--- src/rtl/gx_pkg.sv ---
package gx_pkg;
  localparam int BYTE_W = 8;
  localparam int SEL_W  = 2;

  typedef enum logic [SEL_W-1:0] {
    SEL_IN  = 2'd0,
    SEL_OUT = 2'd1,
    SEL_POL = 2'd2,
    SEL_DIR = 2'd3
  } sel_e;
endpackage

--- src/rtl/gx_sync.sv ---
module gx_sync #(
  parameter int W      = 8,
  parameter int STAGES = 2
) (
  input  logic         clk,
  input  logic         rst,
  input  logic [W-1:0] d,
  output logic [W-1:0] q
);
  logic [W-1:0] stg [STAGES];

  for (genvar i = 0; i < STAGES; i++) begin : g_stage
    if (i == 0) begin : g_first
      always_ff @(posedge clk) begin
        if (rst) stg[0] <= '0;
        else     stg[0] <= d;
      end
    end else begin : g_next
      always_ff @(posedge clk) begin
        if (rst) stg[i] <= '0;
        else     stg[i] <= stg[i-1];
      end
    end
  end

  assign q = stg[STAGES-1];
endmodule

--- src/rtl/gx_regs.sv ---
module gx_regs
  import gx_pkg::*;
#(
  parameter int DW = 8
) (
  input  logic          clk,
  input  logic          rst,
  input  logic          cmd_valid,
  input  logic          wr_valid,
  input  logic [DW-1:0] wr_data,
  output sel_e          ptr_q,
  output logic [DW-1:0] out_q,
  output logic [DW-1:0] pol_q,
  output logic [DW-1:0] dir_q
);
  localparam int NSEL = 1 << SEL_W;

  logic cmd_ok;
  assign cmd_ok = (wr_data >> SEL_W) == '0 && int'(wr_data) < NSEL;

  always_ff @(posedge clk) begin
    if (rst) begin
      ptr_q <= SEL_IN;
      out_q <= '1;
      pol_q <= '0;
      dir_q <= '1;
    end else if (cmd_valid) begin
      if (cmd_ok) ptr_q <= sel_e'(wr_data[SEL_W-1:0]);
    end else if (wr_valid) begin
      case (ptr_q)
        SEL_OUT: out_q <= wr_data;
        SEL_POL: pol_q <= wr_data;
        SEL_DIR: dir_q <= wr_data;
        default: ;
      endcase
    end
  end

  AST_RESET_DEFAULTS: assert property (@(posedge clk)
    rst |=> (out_q == '1 && pol_q == '0 && dir_q == '1 && ptr_q == SEL_IN));
  AST_BAD_CMD_KEEPS_PTR: assert property (@(posedge clk) disable iff (rst)
    (cmd_valid && wr_data > DW'(3)) |=> $stable(ptr_q));
  AST_PTR_NO_ADVANCE: assert property (@(posedge clk) disable iff (rst)
    !cmd_valid |=> $stable(ptr_q));
  AST_INPUT_SEL_RO: assert property (@(posedge clk) disable iff (rst)
    (wr_valid && ptr_q == SEL_IN) |=> ($stable(out_q) && $stable(pol_q) && $stable(dir_q)));
  AST_CMD_NO_WRITE: assert property (@(posedge clk) disable iff (rst)
    cmd_valid |=> ($stable(out_q) && $stable(pol_q) && $stable(dir_q)));
endmodule

--- src/rtl/gx_rdmux.sv ---
module gx_rdmux
  import gx_pkg::*;
#(
  parameter int DW = 8
) (
  input  logic          clk,
  input  logic          rst,
  input  logic          rd_req,
  input  sel_e          ptr_q,
  input  logic [DW-1:0] in_q,
  input  logic [DW-1:0] out_q,
  input  logic [DW-1:0] pol_q,
  input  logic [DW-1:0] dir_q,
  output logic [DW-1:0] rd_data,
  output logic          rd_valid
);
  logic [DW-1:0] sel_val;

  always_comb begin
    case (ptr_q)
      SEL_IN:  sel_val = in_q ^ pol_q;
      SEL_OUT: sel_val = out_q;
      SEL_POL: sel_val = pol_q;
      default: sel_val = dir_q;
    endcase
  end

  always_ff @(posedge clk) begin
    if (rst) begin
      rd_data  <= '0;
      rd_valid <= 1'b0;
    end else begin
      rd_valid <= rd_req;
      if (rd_req) rd_data <= sel_val;
    end
  end

  AST_READ_LATENCY: assert property (@(posedge clk) disable iff (rst)
    rd_req |=> rd_valid);
  AST_OUT_READ_IS_FLOP: assert property (@(posedge clk) disable iff (rst)
    (rd_req && ptr_q == SEL_OUT) |=> rd_data == $past(out_q));
endmodule

--- src/rtl/gpio_xpdr_core.sv ---
module gpio_xpdr_core
  import gx_pkg::*;
#(
  parameter int DW          = 8,
  parameter int SYNC_STAGES = 2
) (
  input  logic          clk,
  input  logic          rst,
  input  logic          cmd_valid,
  input  logic          wr_valid,
  input  logic [DW-1:0] wr_data,
  input  logic          rd_req,
  input  logic [DW-1:0] pin_in,
  output logic [DW-1:0] rd_data,
  output logic          rd_valid,
  output logic [DW-1:0] pin_out,
  output logic [DW-1:0] pin_oe
);
  sel_e          ptr_q;
  logic [DW-1:0] in_q, out_q, pol_q, dir_q;

  gx_sync #(.W(DW), .STAGES(SYNC_STAGES)) u_sync (
    .clk(clk), .rst(rst), .d(pin_in), .q(in_q)
  );

  gx_regs #(.DW(DW)) u_regs (
    .clk(clk), .rst(rst), .cmd_valid(cmd_valid), .wr_valid(wr_valid),
    .wr_data(wr_data), .ptr_q(ptr_q), .out_q(out_q), .pol_q(pol_q), .dir_q(dir_q)
  );

  gx_rdmux #(.DW(DW)) u_rdmux (
    .clk(clk), .rst(rst), .rd_req(rd_req), .ptr_q(ptr_q), .in_q(in_q),
    .out_q(out_q), .pol_q(pol_q), .dir_q(dir_q), .rd_data(rd_data), .rd_valid(rd_valid)
  );

  assign pin_out = out_q;
  assign pin_oe  = ~dir_q;

  AST_OE_FOLLOWS_DIR_WRITE: assert property (@(posedge clk) disable iff (rst)
    (wr_valid && !cmd_valid && ptr_q == SEL_DIR) |=> pin_oe == ~$past(wr_data));
  AST_PIN_FOLLOWS_OUT_WRITE: assert property (@(posedge clk) disable iff (rst)
    (wr_valid && !cmd_valid && ptr_q == SEL_OUT) |=> pin_out == $past(wr_data));
endmodule

--- config.mk ---
export PLATFORM = sky130hd
export DESIGN_NAME = gpio_xpdr_core
export DESIGN_NICKNAME = d
export VERILOG_FILES = /design/src/rtl/gx_pkg.sv /design/src/rtl/gx_sync.sv /design/src/rtl/gx_regs.sv /design/src/rtl/gx_rdmux.sv /design/src/rtl/gpio_xpdr_core.sv
export SDC_FILE = /design/constraint.sdc
export NUM_CORES = 1
export LEC_CHECK = 0
export BUFFER_PORTS_ARGS = -buffer_cell sky130_fd_sc_hd__buf_4
export CELL_PAD_IN_SITES_DETAIL_PLACEMENT = 1
export CELL_PAD_IN_SITES_GLOBAL_PLACEMENT = 1
export CORE_AREA = 2 2 76 78
export DETAILED_ROUTE_END_ITERATION = 6
export DIE_AREA = 0 0 78 80
export PLACE_DENSITY_LB_ADDON = 0.1
export SETUP_SLACK_MARGIN = 0.2
export SYNTH_ARGS = -nofsm -noshare
export SYNTH_HDL_FRONTEND = slang
export SYNTH_HIERARCHICAL = 1
export SYNTH_SLANG_ARGS = --single-unit
--- constraint.sdc ---
create_clock -name clk -period 1.7 [get_ports clk]
set_input_delay 0.17 -clock clk [delete_from_list [all_inputs] [get_ports clk]]
set_output_delay 0.17 -clock clk [all_outputs]
set_load 0.02 [all_outputs]
# Word level (Yosys, flattened, before mapping)
# Memories as Yosys holds them, arrays and structs flattened.
# Cells that the tools add are included.
[op_classes]
magnitude_cmp = 1
eq_ne = 3
muxes = 6
bitwise = 5
reduce_logical = 7
[ops]
columns = ["operator", "count"]
rows = [
  ["one-hot mux 8 bit (3 select lines)", 1],
  ["2-to-1 mux 8 bit", 2],
  ["AND reduction 3 bit", 3],
  ["logical NOT 8 bit", 1],
  ["< comparator 8 x 3 -> 1 bit, second input constant", 1],
  ["inverter 8 bit", 1],
  ["bitwise XOR 8 bit", 1],
  ["equality test 2 bit, second input constant", 2],
  ["2-to-1 mux 1 bit", 3],
  ["equality test 2 x 1 -> 1 bit, second input constant", 1],
  ["logical NOT 2 bit", 1],
  ["OR 1 bit", 2],
  ["AND reduction 2 bit", 1],
  ["logical AND 1 bit", 1],
  ["inverter 1 bit", 1],
]
[totals]
regBits = 35
ram_bits = 16
input_bits = 21
word_cells = 29
n_memories = 1
[mem_list]
columns = ["memory", "words", "word_bits", "read_ports", "rd_clocked_by_memory_dff", "write_ports", "line_no", "text"]
rows = [
  ["u_sync.stg", 2, 8, 2, 0, 2, "gx_sync.sv:10", "logic [W-1:0] stg [STAGES];"],
]

# Logic depth before layout (Yosys ltp)
# Gate-level depths: netlist of the first run.
[logic_depth]
depth_word = 3
ltp_mapped = 4
ltp_nobuf = 3

# Modules after synthesis
# The synthesis of the first run kept the hierarchy.
[modules_own_cells]
columns = ["module", "n_inst", "cells_per_inst", "area_per_inst_um2", "seq_area_each_um2"]
rows = [
  ["gx_regs", 1, 100, 1019.7, 520.5],
  ["gx_rdmux", 1, 73, 603.1, 180.2],
  ["gx_sync", 1, 33, 464.2, 320.3],
  ["gpio_xpdr_core", 1, 8, 30.0, 0.0],
]

# Worst setup path after synthesis of the first run
# OpenSTA, ideal clock, no wires.
[synth_timing]
path_kind = "register to register"
startpoint = "register u_regs.ptr_q[0]"
endpoint = "register u_regs.out_q[4]"
arrival_ps = 1257
path_slack_ps = 324
stages_incl_launch_ff = 5
path_buffers = 1
period_less_slack_ps = 1376
path_cell_list = "dfxtp_1 and4bb_2 buf_2 nor2b_1 a211o_1"
[synth_between]
elab_chain_cells = 2
[synth_lines]
columns = ["element", "line_no", "text"]
rows = [
  ["start: declaration", "gx_regs.sv:11", "output sel_e ptr_q,"],
  ["start signal: assignment", "gx_regs.sv:28", "if (cmd_ok) ptr_q <= sel_e'(wr_data[SEL_W-1:0]);"],
  ["equality test 2 x 1 -> 1 bit", "gx_regs.sv:30", "case (ptr_q)"],
  ["AND reduction 3 bit (no source line)", "n/a", ""],
  ["end signal: assignment", "gx_regs.sv:31", "SEL_OUT: out_q <= wr_data;"],
  ["end: declaration", "gx_regs.sv:12", "output logic [DW-1:0] out_q,"],
]
# No other way between the ends.
# A chain may end at the register's enable or synchronous reset.

# Worst setup path after layout of the first run
[layout_timing]
startpoint = "register u_regs.ptr_q[0]"
endpoint = "register u_regs.out_q[6]"
# The elaborated chain is that of the path after synthesis.

==> results of run 1 <==
==> flip-flops by register name, indices dropped and copies added (netlist names) <==
signal,cells
u_rdmux/rd_data,8
u_rdmux/rd_valid,1
u_sync/stg,16
u_regs/pol_q,8
u_regs/ptr_q,2
u_regs/out_q,8
u_regs/dir_q,8
==> how the worst max path moves through the flow <==
stage	from	to	slack, ns	cells after the start
global placement	wr_data[6]	u_regs/ptr_q[0]	0.38	4
CTS	u_regs/ptr_q[0]	u_regs/out_q[6]	0.34	3
floorplan	u_regs/ptr_q[0]	u_regs/out_q[4]	0.32	4
detailed placement	u_regs/ptr_q[0]	u_regs/out_q[6]	0.35	3
global route	u_regs/ptr_q[0]	u_regs/out_q[6]	0.26	3
finish	u_regs/ptr_q[0]	u_regs/out_q[6]	0.32	3
==> cells in the mapped netlist, drive strengths merged <==
library cell | n | area (µm²)
or2b | 9 | 70.1
clkbuf | 6 | 32.5
nor4 | 1 | 21.3
nor4bb | 1 | 10.0
nand4b | 1 | 8.76
buf | 6 | 51.3
a211o | 8 | 71.3
nor2b | 24 | 168
o32ai | 8 | 70.1
a21oi | 16 | 80.1
and4bb | 1 | 12.5
or4b | 1 | 13.8
mux2i | 10 | 100
nand2b | 4 | 25.0
and2b | 8 | 67.6
nand2 | 9 | 36.3
nand3b | 8 | 60.1
o31ai | 8 | 60.1
nor3 | 8 | 40.0
dfxtp | 51 | 1020
inv | 9 | 33.8
nor2 | 17 | 63.8
==> power groups by stage <==
| stage | logic (mW) | clock network, mW | registers (mW) |
|---|---|---|---|
| finish | 0.139 | 0.676 | 1.23 |
| global route | 0.153 | 0.759 | 1.23 |
| CTS | 0.141 | 0.707 | 1.23 |
| detailed placement | 0.141 | 0 | 1.26 |
| global placement | 0.139 | 0 | 1.26 |
| floorplan | 0.0632 | 0 | 1.26 |
==> kinds of logic (layout without fill, tap and decap cells) <==
| kind of cell | after synthesis | in the layout | share of synthesized area (%) |
|---|---|---|---|
| AND/OR/NAND/NOR | 92 | 92 | 28.2 |
| flip-flops | 51 | 51 | 48.2 |
| AO/OA/AOI/OAI | 40 | 40 | 13.3 |
| multiplexers | 10 | 10 | 4.73 |
| buffers and inverters | 21 | 69 | 5.56 |
==> worst reg2reg max path, delay by kind of cell (launching register included) <==
kind | cells | cell delay [ns]
compound gates | 1 | 0.30
simple gates | 2 | 0.57
flops | 1 | 0.41
==> metal layers <==
metal	vias up	track usage (%)	wire (µm)	part of all wire [%]
met2	27	28.8	2430	50
li1	828	-	-	-
met1	786	20.0	2170	45
met3	6	4.19	186	3.8
met4	0	4.21	55	1.1
met5	-	0	0	0
==> cell type report <==
class / instances / area [µm²] / area share (%)
inverter: 9 / 33.8 / 1.30
sequential: 51 / 1020 / 39.2
timing repair buffer: 52 / 390 / 15.0
tap: 72 / 90.1 / 3.46
multi-input combinational: 142 / 985 / 37.8
clock inverter: 3 / 15.0 / 0.577
clock buffer: 5 / 68.8 / 2.64
==> through the flow <==
| step | cell area, µm² | utilization (%) | hold WS (ns) | total power [mW] | setup WS, ns |
|---|---|---|---|---|---|
| 3_5_place_dp | 2520 | 46.6 | 0.384 | 1.40 | 0.352 |
| 5_1_grt | 2600 | 48.2 | 0.0685 | 2.14 | 0.255 |
| 6_report | 2600 | 48.2 | 0.0737 | 2.04 | 0.325 |
| 3_3_place_gp | 2520 | 46.6 | 0.386 | 1.39 | 0.380 |
| 4_1_cts | 2600 | 48.2 | 0.0628 | 2.08 | 0.340 |
| 2_1_floorplan | 2120 | - | 0.288 | 1.32 | 0.324 |
==> metrics, run 1 <==
crit path cell chain and4bb_2, nor2b_1, a211o_2; most frequent cells in the layout 52 x buf_4, 51 x dfxtp_1, 17 x nor2b_1, 17 x nor2_1, 16 x a21oi_1; Sequential Power Share about three fifths; Antenna Nets Post-Route 0; TNS Setup 0 ns; final wirelength 4850 µm; ANT cells 0; Slew Viols, Final 0; Worst Reg-to-Reg Cells 3; Tmin final 1.38 ns; global-route wire length before repair slightly below 8000 µm; final net count between 200 and 300; Clock Sinks 51; post_cts resized 0; power density cells about 780 mW/mm²; post-synthesis cell area approximately 0.0021 mm²; chip width 78 µm; DRC viols 0; H-tree Lvls 2; commonest non-fill, non-tap cell in the layout buf_4; clk slew on worst S/H paths roughly 0.09 ns; Reg2Reg Setup Slack 0.32 ns; Cell variety after synth 30; WP buf/inv 0; initial antenna violation count 0; delay of the slowest critical-path stage ~0.47 ns; Detailed Place HPWL approximately 3600 µm; area delta synth->final 23.0%; share of cells above drive strength 1 roughly 31%; root buf cell clkbuf_8; post-synthesis sequential area ratio around 48%; Crit. End Element flop; critical path arrival around 1.6 ns; hold depth 2; relative slew slack about three quarters; Die Y about 80 µm; Inst Count DP roughly 330; critical path required time ~1.9 ns; TritonCTS buffer count 5; fin crit share roughly 80%; Syn Nets ~240; Worst Path Max Fanout 16; status finished, final reports clean; I/O Pins 46; switching pwr roughly 0.47 mW; clk_skew approximately 0.0074 ns; Cells after Synth 214; Port Buf Inserts 45; crit-path leading delay family simple AND/OR/NAND/NOR gates; vias in the first global route 1626; total grt overflow 0; Max Fclk between 700 and 800 MHz; Internal 1.57 mW; aggregate global-route resource usage between 10% and 20%; via count approximately 1600; Peak VDD IR 0.439 mV; worst hold path class in2reg; CP startpoint kind flop; row count 27; Core Area roughly 0.0054 mm²; die area between 0.006 and 0.007 mm²; Switching Fraction 23.1%; worst min-delay path startpoint pin_in[3]; Max Cap Viol 0; wire per inst roughly 15 µm; R2R Path End u_regs/out_q[6]; clock network fraction of design power between 30% and 40%; Cell Count, Final, Fillers Out 334; FILL cells about 630; largest net degree at the start of global routing 36; Worst Hold Path EP u_sync/stg[0][3]; Worst Tran Pin Value 0.385 ns; Hold Vio Cnt, Final 0; register bit total from synthesis ~50; syn avg cell area approximately 10 µm²; Via-to-Cell Ratio 4.93; setup violators final 0; Pre-antenna DRT Iters 4; Setup CP Type reg2reg; Setup Buffers After CTS 0; CP max stage cell and4bb_2; synth warn 6; initial detailed-routing violation count 47; CTS tree done; clock latency on the worst-skew pair about 0.3 ns; # hold bufs at CTS 0; Starting Density 39.2%; launch point of the worst reg-to-reg path u_regs/ptr_q[0]; gpl congestion roughly 0.75; unrepaired setup endpoints after global routing no; leakage around 1.1 nW; Combinational Power Share 6.8%; CTS max path bufs 2
Note: power is estimated with default switching activity, not from simulation.
==> run 2, diff against run 1 <==
--- a/config.mk
+++ b/config.mk
@@ -8,9 +8,9 @@
 export BUFFER_PORTS_ARGS = -buffer_cell sky130_fd_sc_hd__buf_4
 export CELL_PAD_IN_SITES_DETAIL_PLACEMENT = 1
 export CELL_PAD_IN_SITES_GLOBAL_PLACEMENT = 1
-export CORE_AREA = 2 2 76 78
+export CORE_AREA = 2 2 79 81
 export DETAILED_ROUTE_END_ITERATION = 6
-export DIE_AREA = 0 0 78 80
+export DIE_AREA = 0 0 81 83
 export PLACE_DENSITY_LB_ADDON = 0.1
 export SETUP_SLACK_MARGIN = 0.2
 export SYNTH_ARGS = -nofsm -noshare
==> constraint.sdc (replaced) <==
create_clock -name clk -period 1.2 [get_ports clk]
set_input_delay 0.12 -clock clk [delete_from_list [all_inputs] [get_ports clk]]
set_output_delay 0.12 -clock clk [all_outputs]
set_load 0.02 [all_outputs]
==> run 2 against run 1 <==
Against the previous run: the flow now finishes with violations (setup timing); first-iteration DRC count increased by 28%; sequential cell count unchanged; maximum frequency increased by 9.8%; design area increased by 15%; combinational power increased by 63%; critical path depth increased by 1; clock-buffer cell count increased by 3; worst setup slack got worse by 0.38 ns; global-route usage decreased by 0.19 points; cell count increased by 6.3%; via count increased by 5.6%; wire length increased by 12%; largest cell class is now multi-input gates.
==> metrics, run 2 (synthesis gave the netlist of run 1 again) <==
Via-to-Cell Ratio 4.90; share of cells above drive strength 1 45.4%; Core Area roughly 0.0058 mm²; worst hold path class in2reg; clk_skew 0.00423 ns; FILL cells between 600 and 700; Worst Tran Pin Value between 0.6 and 0.7 ns; delay of the slowest critical-path stage ~0.37 ns; row count 28; Tmin final between 1 and 1.5 ns; CTS max path bufs 2; Reg2Reg Setup Slack -0.05 ns; critical path required time about 1.4 ns; worst hold slack between 0.02 and 0.03 ns; failing checks setup timing; ANT cells 0; # hold bufs at CTS 0; initial detailed-routing violation count 60; H-tree Lvls 2; Worst Reg-to-Reg Cells 4; initial antenna violation count 0; vias in the first global route 1709; setup violators final 18; Max Cap Viol 0; chip width 81 µm; final wirelength 5410 µm; Peak VDD IR just under 0.6 mV; Critical Path End u_regs/out_q[2]; Design Area, Final around 0.003 mm²; TNS Setup -0.512 ns; Worst Path Max Fanout 6; total grt overflow 0; commonest non-fill, non-tap cell in the layout buf_4; Slew Viols, Final 0; status finished with violations; power density cells just over 1000 mW/mm²; Pre-antenna DRT Iters 3; Clock Sinks 51; Max Fclk between 700 and 800 MHz; crit-path leading delay family simple AND/OR/NAND/NOR gates; Detailed Place HPWL between 3000 and 4000 µm; final net count 300; Antenna Nets Post-Route 0; crit path cell chain and4bb_2, buf_6, nor2b_1, a211o_1; WP buf/inv 1; Port Buf Inserts 45; launch point of the worst reg-to-reg path u_regs/ptr_q[1]; Placed Area between 0.002 and 0.003 mm²; post-route setup slack -0.0524 ns; global-route wire length before repair 8420 µm; Worst Setup SP u_regs/ptr_q[1]; DRC viols 0; TritonCTS buffer count 5; clock latency on the worst-skew pair roughly 0.3 ns; CTS tree done; leakage ~1.2 nW; Core Util, Final about 51%; largest reg by FF count u_sync/stg; Crit. End Element flop; CP max stage cell dfxtp_4; Crit path depth 4; critical path arrival approximately 1.5 ns; die area ~0.0067 mm²; relative slew slack around 58%; CP startpoint kind flop; fin crit share 104%; Starting Density 36.4%; power after layout just over 3 mW; aggregate global-route resource usage between 15 and 20%; gpl congestion 0.786; Die Y slightly above 80 µm; area delta synth->final 41.4%; Hold Vio Cnt, Final 0; R2R Path End u_regs/out_q[2]; Setup CP Type reg2reg; root buf cell clkbuf_8; I/O Pins 46; largest net degree at the start of global routing 41; most frequent cells in the layout 58 x buf_4, 40 x dfxtp_1, 17 x nor2_1; clk slew on worst S/H paths roughly 0.09 ns; wire per inst 15.2 µm; via count between 1500 and 2000; max reg flops 16; unrepaired setup endpoints after global routing yes
==> run 2: cell types whose count changed in the layout (fill, tap and decap cells not counted), moves of 5 or more <==
cell     delta
a21oi_2     +6
dfxtp_1    -11
buf_4       +6
buf_6       +7
o32ai_1     -5
dfxtp_2     +7
a21oi_1     -6
==> run 2: how the worst min path moves through the flow <==
stage                  endpoint  cells after the start  startpoint  slack [ns]
2_1_floorplan   u_regs/out_q[4]                      1  wr_data[4]        0.24
3_3_place_gp   u_sync/stg[0][6]                      2   pin_in[6]        0.33
3_5_place_dp   u_sync/stg[0][4]                      2   pin_in[4]        0.34
4_1_cts        u_sync/stg[0][4]                      2   pin_in[4]        0.02
5_1_grt        u_sync/stg[0][5]                      2   pin_in[5]        0.03
6_report       u_sync/stg[0][4]                      2   pin_in[4]        0.03
==> run 2: what timing repair did <==
item,in CTS,in global routing
gates cloned,0,2
gates resized for setup,9,37
pin swaps,2,16
setup buffers,3,8
setup endpoints to repair,39,43
==> run 2: final cells by class <==
| cell class | count | area [µm²] | share of cell area [%] |
|---|---|---|---|
| timing repair buffer | 70 | 604 | 20.2 |
| multi-input combinational | 142 | 1120 | 37.3 |
| clock buffer | 8 | 100 | 3.34 |
| sequential | 51 | 1040 | 34.9 |
| inverter | 9 | 33.8 | 1.13 |
| tap | 75 | 93.8 | 3.14 |
==> run 2: where the power goes <==
group | leakage [nW] | switching (mW) | internal, mW
combinational | 0.750 | 0.106 | 0.120
clock | 0.0515 | 0.545 | 0.527
sequential | 0.414 | 0.0134 | 1.72
total | 1.21 | 0.664 | 2.36
==> run 2: per-layer routing <==
metal  track usage [%]  routed length (µm)  vias to the layer above
met5                 0                   0                        -
met4              4.31                  61                        0
met3              3.80                 186                        6
met2              26.8                2730                       32
met1              20.9                2430                      836
li1                  -                   -                      866
==> run 2: metrics by stage <==
stage               setup slack (ns)  std cells
floorplan                    -0.0222        214
global placement             -0.0719        334
detailed placement            -0.117        334
CTS                          -0.0414        345
global route                  -0.103        355
finish                       -0.0524        355
